`src/rtl/pirq_pkg.sv`:
```
package pirq_pkg;
    localparam int ROUTE_W      = 8;
    localparam int CFG_DATA_W   = 32;
    localparam int CFG_LANES    = CFG_DATA_W / ROUTE_W;
    localparam int DEF_LINES    = 4;
    localparam int DEF_OUTS     = 16;
    localparam int DEF_DEVS     = 4;
    localparam int DEF_ADDR_W   = 8;
    typedef logic [ROUTE_W-1:0] route_t;
endpackage

```
`src/rtl/pirq_swizzle.sv`:
```
module pirq_swizzle #(
    parameter int NUM_DEV    = pirq_pkg::DEF_DEVS,
    parameter int NUM_LINES  = pirq_pkg::DEF_LINES,
    parameter int FIRST_SLOT = 1
) (
    input  logic [NUM_DEV*NUM_LINES-1:0] dev_irq,
    output logic [NUM_LINES-1:0]         line_lvl
);
    localparam int PINS = NUM_LINES;

    // each device pin lands on a shared line rotated by its slot
    always_comb begin
        line_lvl = '0;
        for (int d = 0; d < NUM_DEV; d++) begin
            for (int p = 0; p < PINS; p++) begin
                line_lvl[(p + d + FIRST_SLOT - 1) % NUM_LINES] =
                    line_lvl[(p + d + FIRST_SLOT - 1) % NUM_LINES] | dev_irq[d*PINS + p];
            end
        end
    end
endmodule

```
`src/rtl/pirq_route_regs.sv`:
```
module pirq_route_regs #(
    parameter int              NUM_LINES   = pirq_pkg::DEF_LINES,
    parameter int              ADDR_W      = pirq_pkg::DEF_ADDR_W,
    parameter int              BASE_ADDR   = 'h60,
    parameter pirq_pkg::route_t RESET_ROUTE = 8'h80
) (
    input  logic                                       clk,
    input  logic                                       rst_n,
    input  logic                                       cfg_wr,
    input  logic [ADDR_W-1:2]                          cfg_addr,
    input  logic [pirq_pkg::CFG_LANES-1:0]             cfg_be,
    input  logic [pirq_pkg::CFG_DATA_W-1:0]            cfg_wdata,
    output logic [pirq_pkg::CFG_DATA_W-1:0]            cfg_rdata,
    output pirq_pkg::route_t [NUM_LINES-1:0]           route_d,
    output pirq_pkg::route_t [NUM_LINES-1:0]           route_q
);
    import pirq_pkg::*;

    localparam logic [ADDR_W-1:0] BASE_VEC = ADDR_W'(BASE_ADDR);

    typedef struct packed {
        route_t [NUM_LINES-1:0] route;
    } regs_t;

    regs_t st_d, st_q;
    logic  hit;

    assign hit = (cfg_addr == BASE_VEC[ADDR_W-1:2]);

    always_comb begin
        st_d = st_q;
        if (cfg_wr && hit) begin
            for (int k = 0; k < NUM_LINES; k++) begin
                if (cfg_be[k]) begin
                    st_d.route[k] = cfg_wdata[k*ROUTE_W +: ROUTE_W];
                end
            end
        end
    end

    always_ff @(posedge clk or negedge rst_n) begin
        if (!rst_n) begin
            st_q.route <= {NUM_LINES{RESET_ROUTE}};
        end else begin
            st_q <= st_d;
        end
    end

    assign route_d = st_d.route;
    assign route_q = st_q.route;

    for (genvar k = 0; k < CFG_LANES; k++) begin : g_lane
        if (k < NUM_LINES) begin : g_used
            assign cfg_rdata[k*ROUTE_W +: ROUTE_W] = hit ? st_q.route[k] : '0;
        end else begin : g_spare
            assign cfg_rdata[k*ROUTE_W +: ROUTE_W] = '0;
        end
    end
endmodule

```
`src/rtl/pirq_level_map.sv`:
```
module pirq_level_map #(
    parameter int NUM_LINES = pirq_pkg::DEF_LINES,
    parameter int NUM_OUTS  = pirq_pkg::DEF_OUTS
) (
    input  logic                                  clk,
    input  logic                                  rst_n,
    input  pirq_pkg::route_t [NUM_LINES-1:0]      route_nxt,
    input  logic [NUM_LINES-1:0]                  line_lvl,
    output logic [NUM_OUTS*NUM_LINES-1:0]         map_q,
    output logic [NUM_OUTS-1:0]                   pic_irq
);
    import pirq_pkg::*;

    localparam int MAP_W = NUM_OUTS * NUM_LINES;

    typedef struct packed {
        logic [MAP_W-1:0]    map;
        logic [NUM_OUTS-1:0] irq;
    } lvl_t;

    lvl_t st_d, st_q;

    // rebuild the whole map every cycle from the routing about to take effect
    always_comb begin
        st_d = '0;
        for (int o = 0; o < NUM_OUTS; o++) begin
            for (int l = 0; l < NUM_LINES; l++) begin
                st_d.map[o*NUM_LINES + l] = line_lvl[l] &&
                    (route_nxt[l] < route_t'(NUM_OUTS)) &&
                    (route_nxt[l] == route_t'(o));
            end
            st_d.irq[o] = |st_d.map[o*NUM_LINES +: NUM_LINES];
        end
    end

    always_ff @(posedge clk or negedge rst_n) begin
        if (!rst_n) begin
            st_q <= '0;
        end else begin
            st_q <= st_d;
        end
    end

    assign map_q   = st_q.map;
    assign pic_irq = st_q.irq;
endmodule

```
`src/rtl/pirq_router.sv`:
```
module pirq_router #(
    parameter int NUM_DEV    = pirq_pkg::DEF_DEVS,
    parameter int NUM_LINES  = pirq_pkg::DEF_LINES,
    parameter int NUM_OUTS   = pirq_pkg::DEF_OUTS,
    parameter int FIRST_SLOT = 1,
    parameter int ADDR_W     = pirq_pkg::DEF_ADDR_W,
    parameter int BASE_ADDR  = 'h60
) (
    input  logic                                clk,
    input  logic                                rst_n,
    input  logic [NUM_DEV*NUM_LINES-1:0]        dev_irq,
    input  logic                                cfg_wr,
    input  logic [ADDR_W-1:2]                   cfg_addr,
    input  logic [pirq_pkg::CFG_LANES-1:0]      cfg_be,
    input  logic [pirq_pkg::CFG_DATA_W-1:0]     cfg_wdata,
    output logic [pirq_pkg::CFG_DATA_W-1:0]     cfg_rdata,
    output logic [NUM_OUTS-1:0]                 pic_irq
);
    import pirq_pkg::*;

    logic [NUM_LINES-1:0]          line_lvl;
    route_t [NUM_LINES-1:0]        route_d;
    route_t [NUM_LINES-1:0]        route_q;
    logic [NUM_OUTS*NUM_LINES-1:0] map_q;

    pirq_swizzle #(
        .NUM_DEV    (NUM_DEV),
        .NUM_LINES  (NUM_LINES),
        .FIRST_SLOT (FIRST_SLOT)
    ) i_swizzle (
        .dev_irq  (dev_irq),
        .line_lvl (line_lvl)
    );

    pirq_route_regs #(
        .NUM_LINES (NUM_LINES),
        .ADDR_W    (ADDR_W),
        .BASE_ADDR (BASE_ADDR)
    ) i_regs (
        .clk       (clk),
        .rst_n     (rst_n),
        .cfg_wr    (cfg_wr),
        .cfg_addr  (cfg_addr),
        .cfg_be    (cfg_be),
        .cfg_wdata (cfg_wdata),
        .cfg_rdata (cfg_rdata),
        .route_d   (route_d),
        .route_q   (route_q)
    );

    pirq_level_map #(
        .NUM_LINES (NUM_LINES),
        .NUM_OUTS  (NUM_OUTS)
    ) i_map (
        .clk       (clk),
        .rst_n     (rst_n),
        .route_nxt (route_d),
        .line_lvl  (line_lvl),
        .map_q     (map_q),
        .pic_irq   (pic_irq)
    );
endmodule

```
`config.mk`:
```
export PLATFORM = sky130hd
export DESIGN_NAME = pirq_router
export DESIGN_NICKNAME = d
export VERILOG_FILES = /design/src/rtl/pirq_pkg.sv /design/src/rtl/pirq_swizzle.sv /design/src/rtl/pirq_route_regs.sv /design/src/rtl/pirq_level_map.sv /design/src/rtl/pirq_router.sv
export SDC_FILE = /design/constraint.sdc
export NUM_CORES = 1
export LEC_CHECK = 0
export CAP_MARGIN = 0
export CORE_ASPECT_RATIO = 1.1
export CORE_MARGIN = 4
export CORE_UTILIZATION = 35
export CTS_BUF_LIST = sky130_fd_sc_hd__clkbuf_4 sky130_fd_sc_hd__clkbuf_8 sky130_fd_sc_hd__clkbuf_16
export DETAILED_ROUTE_END_ITERATION = 8
export HOLD_SLACK_MARGIN = 0.12
export SLEW_MARGIN = 0
export SYNTH_ARGS = -nofsm -noshare
export SYNTH_HDL_FRONTEND = slang
export SYNTH_SLANG_ARGS = --single-unit
```
`constraint.sdc`:
```
create_clock -name clk -period 2.1 [get_ports clk]
set_input_delay 0.525 -clock clk [delete_from_list [all_inputs] [get_ports clk]]
set_output_delay 0.525 -clock clk [all_outputs]
set_load 0.005 [all_outputs]
```
# ---- After elaboration in Yosys (flattened, before gate mapping)
# Index checks and enable logic that the tools add are counted.
dict set report totals {
  word_cells 180
  reg_bits 48
  inputBits 61
}
dict set report op_classes {
  n_reduce_logical 89
  n_eq_ne 61
  n_mux 9
  n_lt_le_gt_ge 4
  n_bitwise 12
}
# op n
set op_table {}
lappend op_table {{$eq 8x4->1 const B} 32}
lappend op_table {{$eq 8x3->1 const B} 16}
lappend op_table {{$logic_and 1x1->1} 69}
lappend op_table {{$eq 8x2->1 const B} 8}
lappend op_table {{$mux 8} 8}
lappend op_table {{$reduce_or 4->1} 16}
lappend op_table {{$eq 8x1->1 const B} 4}
lappend op_table {{$logic_not 8->1} 4}
lappend op_table {{$lt 8x5->1 const B} 4}
lappend op_table {{$mux 32} 1}
lappend op_table {{$or 1x1->1} 12}
lappend op_table {{$eq 6x5->1 const B} 1}

# ---- Depth between registers and ports, before layout
# Gate-level depths: netlist of run 1.
dict set report logic_depth {
  word_depth 7
  depth_mapped 7
}

# ---- Cells and area by module
# Synthesis of run 1 repeated with hierarchy kept, for this count alone.
dict set report hier_totals {
  cells_unflattened 376
  hier_area_um2 4594.4
}
# mod seq_area_each_um2 area_per_inst_um2 n_inst cells_per_inst
set by_module_without_submodules {}
lappend by_module_without_submodules {pirq_level_map 2001.9 3067.9 1 260}
lappend by_module_without_submodules {pirq_route_regs 805.8 1496.4 1 112}
lappend by_module_without_submodules {pirq_swizzle 0.0 30.0 1 4}

# ---- Worst setup path before layout of run 1
# Ideal clock, no wire load.
dict set report synth_timing {
  path_type {input to register}
  start {input cfg_addr[2] in the netlist's numbering}
  end {register i_map.st_q, in the netlist i_map.pic_irq[6]}
  t_arrival_ns 1.943
  t_required_ns 1.965
  stages 6
  setup_ns 0.135
  setup_slack_ns 0.022
  cell_sequence {or4b_4 > nor2_4 > mux2i_1 > clkinv_1 > nand3_1 > o211ai_1}
}
# item line
set synth_rtl {}
lappend synth_rtl {{start, declared} pirq_router.sv:13} ;# input logic [ADDR_W-1:2] cfg_addr,
lappend synth_rtl {{end signal, assigned} pirq_level_map.sv:40} ;# st_q <= st_d;
lappend synth_rtl {{end, declared} pirq_level_map.sv:21} ;# lvl_t st_d, st_q;

==> impl_metrics.yaml, run 1 <==
synthesis:
  synthArstFlopShare_pct: 100
  synth_top_area_share_pct: 36.0
  syn-num-nets: 356
  synth_cell_type_count: 40
  ys.flop_type: "dfrtp_1"
  synth_area_sq_mm: 0.00306
  syn_avg_cell_area_sq_um: 10.4
  synth_edf_count: 0
  netlist_top_cells_area: "dfrtp_1, mux2_2, and3_1"
  synth_largest_area_cell: "dfrtp_1"
  synthCells: 295
  yosysWarnings: 0
  ys_seq_elements: 48
  ys_seq_area_share_pct: 39.4
place:
  numPortBuffers: 108
  dpl.hpwl_um: 7650
  dp_slack_ns: -0.768
  gp_congestion: 0.840
  dp_cells: 550
global_routing:
  antenna_found_initial: 0
  grt_max_degree: 24
  grt_util_all_layers_pct: 20.2
  grt_pass1_wl_um: 16800
  grt_pass1_vias: 3206
  grt-ovfl-total: 0
critical_path:
  startpoint: "cfg_addr[4]"
  r2r_start: "i_regs.route_q[29]"
  worst-r2r-setup-slack_ns: 0.19
  worstSetupEndpoint: "i_map.pic_irq[0]"
  crit_top_cell: "buf_6"
  crit_fanout: 6
  r2r-end: "i_map.pic_irq[13]"
  ff2ff_path_depth: 5
  max_stage_delay_ns: 0.34
  arrival_ns: 2.33
  crit_required_ns: 2.27
  start_kind: "input port"
  critical_path.cell_chain: "buf_8 > nor4b_4 > buf_4 > buf_6 > buf_16 > and4_1 > buf_6 > mux2_4 > a22oi_2 > o211ai_1"
  critPathSlowestCell: "mux2_4"
  criticalPathCategory: "input port to flop"
  end_kind: "flop"
floorplan:
  core_area_sq_mm: 0.00845
  dieWidth_um: 97.1
  initial_core_util_pct: 36.2
  std_cell_rows: 35
  ioPinCount: 109
  die_h_um: 106
  dieArea_sq_mm: 0.0103
routing:
  num_vias: 3173
  ant_nets: 0
  avgRoutedWirePerCell_um: 18.5
  first_pass_iters: 5
  topRoutingLayerUsed: "met4"
  vias_per_cell: 5.47
  drc: 0
  dr_wl_met3_um: 472
  totalWireLength_um: 10800
  drtIter0Drc: 165
  met2_length_um: 5540
  met1_length_um: 4500
sta:
  tightest_slew_ns: 0.626
  max_freq_ghz: 0.464
  skew_ns: 0.00309
  finalMaxSlewViolations: 0
  fin_setup_tns_ns: -0.654
  rsz0062_at_grt: "true"
  relSlewSlack_pct: 57.8
  period_share_pct: 103
  setup_ws_ns: -0.0536
  setup_viol: 31
  period_needed_ns: 2.15
  finalHoldViolCount: 0
clock_network:
  clock_sinks: 48
  htreeDepth: 2
  cts_root_buffer: "clkbuf_8"
  cts_tree: "yes"
  clk_path_buf_depth: 2
  cts_buffers: 5
  clock_latency_ns: 0.30
  path_clk_slew_ns: 0.08
power_and_ir_drop:
  irDropWorstVdd_uv: 244
  total_power_uw: 2410
  powerDensity_mw_per_mm2: 463
  p_leak_uw: 0.00225
finish:
  syn2layout_area_growth_pct: 70.3
  nNetsFinal: 529
  drive_above_1_share_pct: 43.3
  n_antenna_cell: 0
  final_util_pct: 61.6
  final_cell_count_no_fill: 580
status:
  run_status: "complete, but fails checks"
  violations: "negative setup slack"
job:
  max-cap-violations: 0
min_path:
  hold_path.class: "input port to async pin"
-- power by group --
group          internal (uW)  switching (uW)  total (uW)
Clock                    260             305         565
Sequential              1010            67.9        1080
Combinational            420             348         768
-- cells by family (layout without fill, tap and decap cells) --
logic type	after synthesis	count (layout)	synth area share (%)
multiplexers	48	48	17.0
flip-flops	48	48	39.4
buffers and inverters	19	192	3.39
AND/OR/NAND/NOR	136	137	29.5
AO/OA/AOI/OAI	44	44	10.6
-- metrics by stage --
stage / hold WS [ns] / cell area (sq um)
after floorplan: 0.229 / 3060
after global placement: 0.450 / 4600
after detailed placement: 0.449 / 4600
after CTS: 0.124 / 5140
after global routing: 0.133 / 5210
final: 0.119 / 5210
-- area by class of cell --
type                       count  area, sq um
tap                          111          139
clock inverter                 1         5.00
clock buffer                   7         83.8
inverter                       5         18.8
fill                         708         3240
timing repair buffer         179         1720
multi-input combinational    229         2040
sequential                    48         1210
-- layer usage --
layer | GRT usage (%) | vias to the layer above
li1 | - | 1517
met4 | 7.62 | 0
met5 | 0 | -
met3 | 2.76 | 20
met1 | 25.5 | 1523
met2 | 35.0 | 113
-- worst min path at each step --
| stage | start | end | slack [ns] | cells past startpoint |
|---|---|---|---|---|
| floorplan | rst_n | i_map.pic_irq[0] | 0.23 | 0 |
| global placement | rst_n | i_regs.route_q[9] | 0.45 | 1 |
| detailed placement | rst_n | i_regs.route_q[13] | 0.45 | 1 |
| CTS | rst_n | i_regs.route_q[2] | 0.12 | 1 |
| global route | rst_n | i_regs.route_q[13] | 0.13 | 1 |
| finish | rst_n | i_regs.route_q[13] | 0.12 | 1 |
-- cell usage after synthesis (2+ instances only) --
master,n
a21oi_1,2
a22oi_1,16
and3_1,33
and4_1,3
and4b_1,3
buf_2,2
buf_4,2
buf_6,3
clkbuf_1,7
clkinv_1,2
dfrtp_1,44
dfstp_2,4
inv_1,3
mux2_2,32
mux2i_1,16
nand2_1,6
nand2b_1,4
nand3_1,23
nand3b_1,6
nand4_1,5
nand4b_1,10
nor2_1,13
nor4_1,12
nor4b_1,4
o211ai_1,18
o21ai_0,3
o21ai_1,3
or2_2,2
or4_1,3
-- what timing repair did --
| item | 4_1_cts | 5_1_grt |
|---|---|---|
| resized for setup | 208 | 26 |
| pin swaps | 16 | 26 |
| hold endpoints to repair | 0 | 0 |
| gates cloned | 8 | 0 |
| setup endpoints to repair | 70 | 46 |
| setup buffers | 14 | 4 |
| hold buffers | 0 | 0 |
-- sequential cells by signal (all words and copies together), names as in the netlist --
| register | cells |
|---|---|
| i_regs.route_q | 32 |
| i_map.pic_irq | 16 |
-- worst max-delay path: cells and delay by family --
family | cells | cell delay, ns
multiplexers | 1 | 0.34
AND/OR/NAND/NOR | 2 | 0.47
buffers and inverters | 5 | 0.67
AO/OA/AOI/OAI | 2 | 0.32
-- placed cells by master, fill, tap and decap left out, types with 3 or more instances in the layout --
cell type        instances
buf_16                   3
nor2_1                  13
buf_6                   23
dfstp_2                  4
clkdlybuf4s15_2          5
mux2i_4                  3
nand3_1                 23
nor4_1                  12
dlygate4sd2_1            4
mux2_4                   9
dfrtp_1                 44
and4b_1                  3
mux2_2                  23
and3_4                  16
buf_2                   17
nand4b_1                10
inv_1                    3
mux2i_1                 12
nand4_1                  5
o211ai_1                18
buf_4                   50
o21ai_0                  3
buf_8                    5
nor4b_1                  4
nand2_1                  6
clkdlybuf4s50_1         68
o21ai_1                  3
nand3b_1                 6
a22oi_2                 16
clkbuf_8                 5
nand2b_1                 4
and3_1                  17
Note: power is estimated with default switching activity, not from simulation.
==> run 2, diff against run 1 <==
Settings changed: ABC_AREA from default to 1, CORE_MARGIN 4 to default.
==> run 2 against run 1 <==
The run now ends clean. Clock-buffer cell count decreased by 1. Sequential cell count did not move. Clock power up 64%. Cell count up 50%. Global-route usage is 0.75 points higher. Combinational power is 24% higher. Sequential share of layout area decreased by 1.3 points. Critical path depth is 1 lower. Register-to-register slack improved by 0.30 ns. Cell area rose by 5.8%. Via count up 24%. Setup slack improved by 0.11 ns. Critical endpoint is now cfg_rdata[5]. Largest cell class unchanged. Largest power group unchanged. Highest routed layer unchanged.
==> impl_metrics.yaml, run 2 <==
status:
  run_status: "finished clean"
finish:
  final_util_pct: 52.5
  drive_above_1_share_pct: 26.1
  syn2layout_area_growth_pct: 44.2
  nNetsFinal: 787
  n_antenna_cell: 0
  layout_commonest_cell: "nand2_1"
  largest_reg_flops: 32
  final_cell_area_sq_mm: 0.00551
  mostFrequentLayoutCells: "nand2_1, nor2_1, clkdlybuf4s50_1"
clock_network:
  hold_buffers: 0
  post_cts_buffers: 0
  clock_sinks: 48
  clk_path_buf_depth: 2
  cts_root_buffer: "clkbuf_16"
  clock_latency_ns: 0.29
  path_clk_slew_ns: 0.07
  htreeDepth: 2
  cts_buffers: 5
  cts_tree: "yes"
critical_path:
  max_stage_delay_ns: 0.21
  crit_required_ns: 1.57
  arrival_ns: 1.52
  criticalPathCategory: "input port to output port"
  critical_path.cell_chain: "dlygate4sd2_1 > nand2_2 > inv_2 > nand2_4 > nor2_8 > inv_8 > buf_16 > nor2_1 > buf_2"
  start_kind: "input port"
  worst-r2r-setup-slack_ns: 0.49
  end_kind: "output port"
  crit_fanout: 8
  critPathSlowestCell: "dlygate4sd2_1"
synthesis:
  synthArstFlopShare_pct: 100
  synth_compound_area_share_pct: 4.98
  synth_area_sq_mm: 0.00382
  synth_largest_area_cell: "dfrtp_1"
  syn-num-nets: 657
  yosysMostFrequentCell: "nand2_1"
  yosysWarnings: 0
  syn_avg_cell_area_sq_um: 6.41
  synthCells: 596
  synth_common_cells: "nand2_1, nor2_1, dfrtp_1, inv_1, nand3_1"
  synthAdderAreaFrac_pct: 0
  ys.flop_type: "dfrtp_1"
  synth_top_area_share_pct: 28.8
  ys_seq_area_share_pct: 31.6
  synth-xor-area-share_pct: 0
  synthMuxAreaShare_pct: 0
  netlist_top_cells_area: "dfrtp_1, nand2_1, nor2_1"
  synth_cell_type_count: 25
  ys_seq_elements: 48
  synth_top_family_by_area: "simple AND/OR/NAND/NOR gates"
  synth_edf_count: 0
  synth_simple_gate_area_share_pct: 54.2
power_and_ir_drop:
  powerDensity_mw_per_mm2: 532
  p_leak_uw: 0.00258
  irDropWorstVdd_uv: 359
min_path:
  hold_path.class: "input port to async pin"
job:
  max-cap-violations: 0
floorplan:
  initial_core_util_pct: 36.4
  std_cell_rows: 39
  die_h_um: 112
  core_area_sq_mm: 0.0105
  dieWidth_um: 102
  ioPinCount: 109
  dieArea_sq_mm: 0.0113
global_routing:
  antenna_found_initial: 0
  grt_pass1_vias: 4010
  grt_util_all_layers_pct: 20.9
  grt-ovfl-total: 0
  grt_pass1_wl_um: 18900
  grt_max_degree: 49
routing:
  avgRoutedWirePerCell_um: 12.9
  totalWireLength_um: 11300
  vias_per_cell: 4.54
  num_vias: 3946
  first_pass_iters: 4
  drc: 0
  ant_nets: 0
  drtIter0Drc: 145
sta:
  rsz0062_at_grt: "true"
  max_freq_ghz: 0.489
  tightest_slew_ns: 0.659
  finalMaxSlewViolations: 0
  finalHoldViolCount: 0
  period_share_pct: 97.4
  relSlewSlack_pct: 56.1
  period_needed_ns: 2.04
  setup_viol: 0
  skew_ns: 0.00689
place:
  numPortBuffers: 108
  gp_congestion: 0.851
  dpl.hpwl_um: 8530
  placed_area_sq_mm: 0.00531
[run 2: worst max-delay path, delay by kind of cell]
kind / cells / cell delay [ns]
AND/OR/NAND/NOR: 4 / 0.38
buffers and inverters: 5 / 0.62
[run 2: what timing repair did]
item                       CTS  global route
resized for setup          122            73
setup endpoints to repair   48            47
pin swaps                    4            10
gates cloned                 1             0
[run 2: cell families (layout without fill, tap and decap cells)]
kind of cell	Yosys count	in the layout
simple gates	441	441
buf+inv	71	202
flops	48	48
compound gates	36	36
[run 2: final timing paths]
path                                    start                  to  cells after the start
max                               cfg_addr[5]        cfg_rdata[5]                      9
min in group clk           i_regs.route_q[23]  i_regs.route_q[23]                      2
min reg2reg                i_regs.route_q[23]  i_regs.route_q[23]                      2
min                                     rst_n    i_map.pic_irq[9]                      2
max reg2reg                 i_regs.route_q[7]   i_map.pic_irq[15]                     10
max in group asynchronous               rst_n   i_regs.route_q[6]                      2
[run 2: per-layer routing]
metal	wire length [um]	track usage [%]	vias up
met4	112	4.54	0
met3	408	2.51	8
met1	4960	26.4	1773
met5	0	0	-
li1	-	-	2075
met2	5770	37.6	90
[run 2: through the flow]
stage | total power (uW) | setup slack (ns) | hold slack [ns] | setup TNS, ns | cells
finish | 2930 | 0.0551 | 0.343 | 0 | 870
global route | 3100 | -0.00854 | 0.420 | -0.0280 | 870
CTS | 2930 | -0.0477 | 0.376 | -1.07 | 870
detailed placement | 1990 | -0.663 | 0.490 | -29.46 | 861
global placement | 1980 | -0.645 | 0.483 | -28.26 | 861
floorplan | 1600 | 0.0542 | 0.229 | 0 | 596
[run 2: final cells by class]
| class | count | area (sq um) |
|---|---|---|
| Clock buffer | 6 | 133 |
| Clock inverter | 2 | 35.0 |
| Fill cell | 1072 | 4980 |
| Inverter | 47 | 184 |
| Multi-Input combinational cell | 477 | 2390 |
| Sequential cell | 48 | 1210 |
| Tap cell | 143 | 179 |
| Timing Repair Buffer | 147 | 1380 |
[run 2: report_power, final]
part           switching, uW  internal, uW  total (uW)
registers               39.1          1010        1050
clock network            355           574         929
logic                    541           414         955
total                    935          2000        2930
==> run 3, diff against run 2 <==
Settings changed: PLACE_DENSITY from default to 0.63.
==> run 3 against run 2 <==
Cell count unchanged. Largest cell class unchanged. Routed wire length up 1.0%. Sequential share of layout area up 0.21 points. Power down 3.7%. Critical endpoint is now cfg_rdata[14]. First-iteration DRC count unchanged. Critical path type unchanged.
==> impl_metrics.yaml, run 3 (same netlist as run 2, synthesis figures left out) <==
sta:
  max_freq_ghz: 0.486
  setup_viol: 0
  rsz0062_at_grt: "true"
  finalHoldViolCount: 0
  skew_ns: 0.00541
  relSlewSlack_pct: 78.8
  tightest_slew_ns: 0.319
  holdWs_ns: 0.495
  fin_setup_tns_ns: 0
  period_needed_ns: 2.06
  period_share_pct: 98.0
  finalMaxSlewViolations: 0
critical_path:
  critical_path.cell_chain: "dlygate4sd2_1 > nand2_1 > inv_1 > nand2_2 > nor2_8 > inv_8 > buf_16 > nor2_1 > buf_2"
  r2r-end: "i_map.pic_irq[12]"
  crit_fanout: 6
  max_stage_delay_ns: 0.20
  r2r_start: "i_regs.route_q[7]"
  critical_path.top_delay_family: "buffers and inverters"
  end_kind: "output port"
  criticalPathCategory: "input port to output port"
  crit_required_ns: 1.57
  arrival_ns: 1.53
  ff2ff_path_depth: 9
  worst-r2r-setup-slack_ns: 0.46
  critPathSlowestCell: "dlygate4sd2_1"
  start_kind: "input port"
  path_buf_inv: 5
routing:
  first_pass_iters: 4
  avgRoutedWirePerCell_um: 13.1
  ant_nets: 0
  num_vias: 4051
  drc: 0
  totalWireLength_um: 11400
  vias_per_cell: 4.66
  drtIter0Drc: 145
floorplan:
  initial_core_util_pct: 36.4
  dieArea_sq_mm: 0.0113
  die_h_um: 112
  ioPinCount: 109
  dieWidth_um: 102
  std_cell_rows: 39
  core_area_sq_mm: 0.0105
global_routing:
  grt_util_all_layers_pct: 21.4
  antenna_found_initial: 0
  grt_pass1_wl_um: 19200
  grt-ovfl-total: 0
  grt_max_degree: 37
  grt_pass1_vias: 4120
power_and_ir_drop:
  irDropWorstVdd_uv: 300
  total_power_uw: 2820
  powerDensity_mw_per_mm2: 517
  p_leak_uw: 0.00254
status:
  run_status: "finished clean"
finish:
  n_fill_cell: 1063
  mostFrequentLayoutCells: "nand2_1, nor2_1, clkdlybuf4s50_1"
  nNetsFinal: 787
  largest_reg_flops: 32
  layout_commonest_cell: "nand2_1"
  syn2layout_area_growth_pct: 42.8
  n_antenna_cell: 0
  drive_above_1_share_pct: 25.9
  final_cell_count_no_fill: 870
clock_network:
  clk_path_buf_depth: 2
  cts_buffers: 5
  cts_tree: "yes"
  htreeDepth: 2
  cts_root_buffer: "clkbuf_16"
  clock_sinks: 48
  path_clk_slew_ns: 0.06
  clock_latency_ns: 0.29
place:
  numPortBuffers: 108
  gp_congestion: 0.876
  dp_cells: 858
  dpl.hpwl_um: 8660
job:
  max-cap-violations: 0
min_path:
  hold_path_depth: 2
  hold_path.class: "flop to flop"
  min_from: "i_regs.route_q[23]"
  min_to: "i_regs.route_q[23]"
[run 3: per-stage QoR]
stage | setup slack, ns | area, sq um | utilization [%]
floorplan | 0.0542 | 3820 | -
global placement | -0.614 | 5240 | 49.9
detailed placement | -0.637 | 5240 | 49.9
global route | -0.0486 | 5460 | 52.0
CTS | -0.00875 | 5420 | 51.6
finish | 0.0422 | 5460 | 52.0
[run 3: how the worst max path moves through the flow]
stage | depth (start not counted) | from | end
floorplan | 8 | cfg_addr[6] | cfg_rdata[0]
global placement | 9 | cfg_addr[6] | cfg_rdata[18]
detailed placement | 9 | cfg_addr[5] | cfg_rdata[24]
CTS | 10 | cfg_addr[6] | cfg_rdata[16]
global route | 13 | cfg_addr[6] | i_map.pic_irq[12]
finish | 9 | cfg_addr[6] | cfg_rdata[14]
[run 3: routing by layer]
metal	GRT usage, %	share of wire [%]	up-vias
met3	2.26	3.0	25
met5	0	0	-
met1	26.2	43	1866
met4	8.79	2.8	0
li1	-	-	2079
met2	37.5	51	81
[run 3: tightest hold or removal path: cells and delay by family, from the launching register on]
kind	cells	cell delay, ns
flops	1	0.38
simple gates	2	0.12
[run 3: layout make-up]
type / count / area (sq um) / area share [%]
Multi-Input combinational cell: 477 / 2380 / 43.7
Timing Repair Buffer: 147 / 1350 / 24.8
Sequential cell: 48 / 1210 / 22.1
Inverter: 47 / 184 / 3.37
Tap cell: 143 / 179 / 3.28
Clock buffer: 8 / 154 / 2.82
[run 3: repair_timing]
item / in CTS / in global routing
buffers inserted: 1 / 0
gates cloned: 3 / 0
hold buffers: 1 / 0
endpoints found under the hold margin: 5 / 0
pin swaps: 4 / 4
gates resized for setup: 158 / 39
endpoints found under the setup margin: 48 / 29
[run 3: report_power, final]
group	switching (uW)	internal (uW)	total (uW)
logic	536	395	931
clock network	342	502	844
registers	38.6	1010	1050
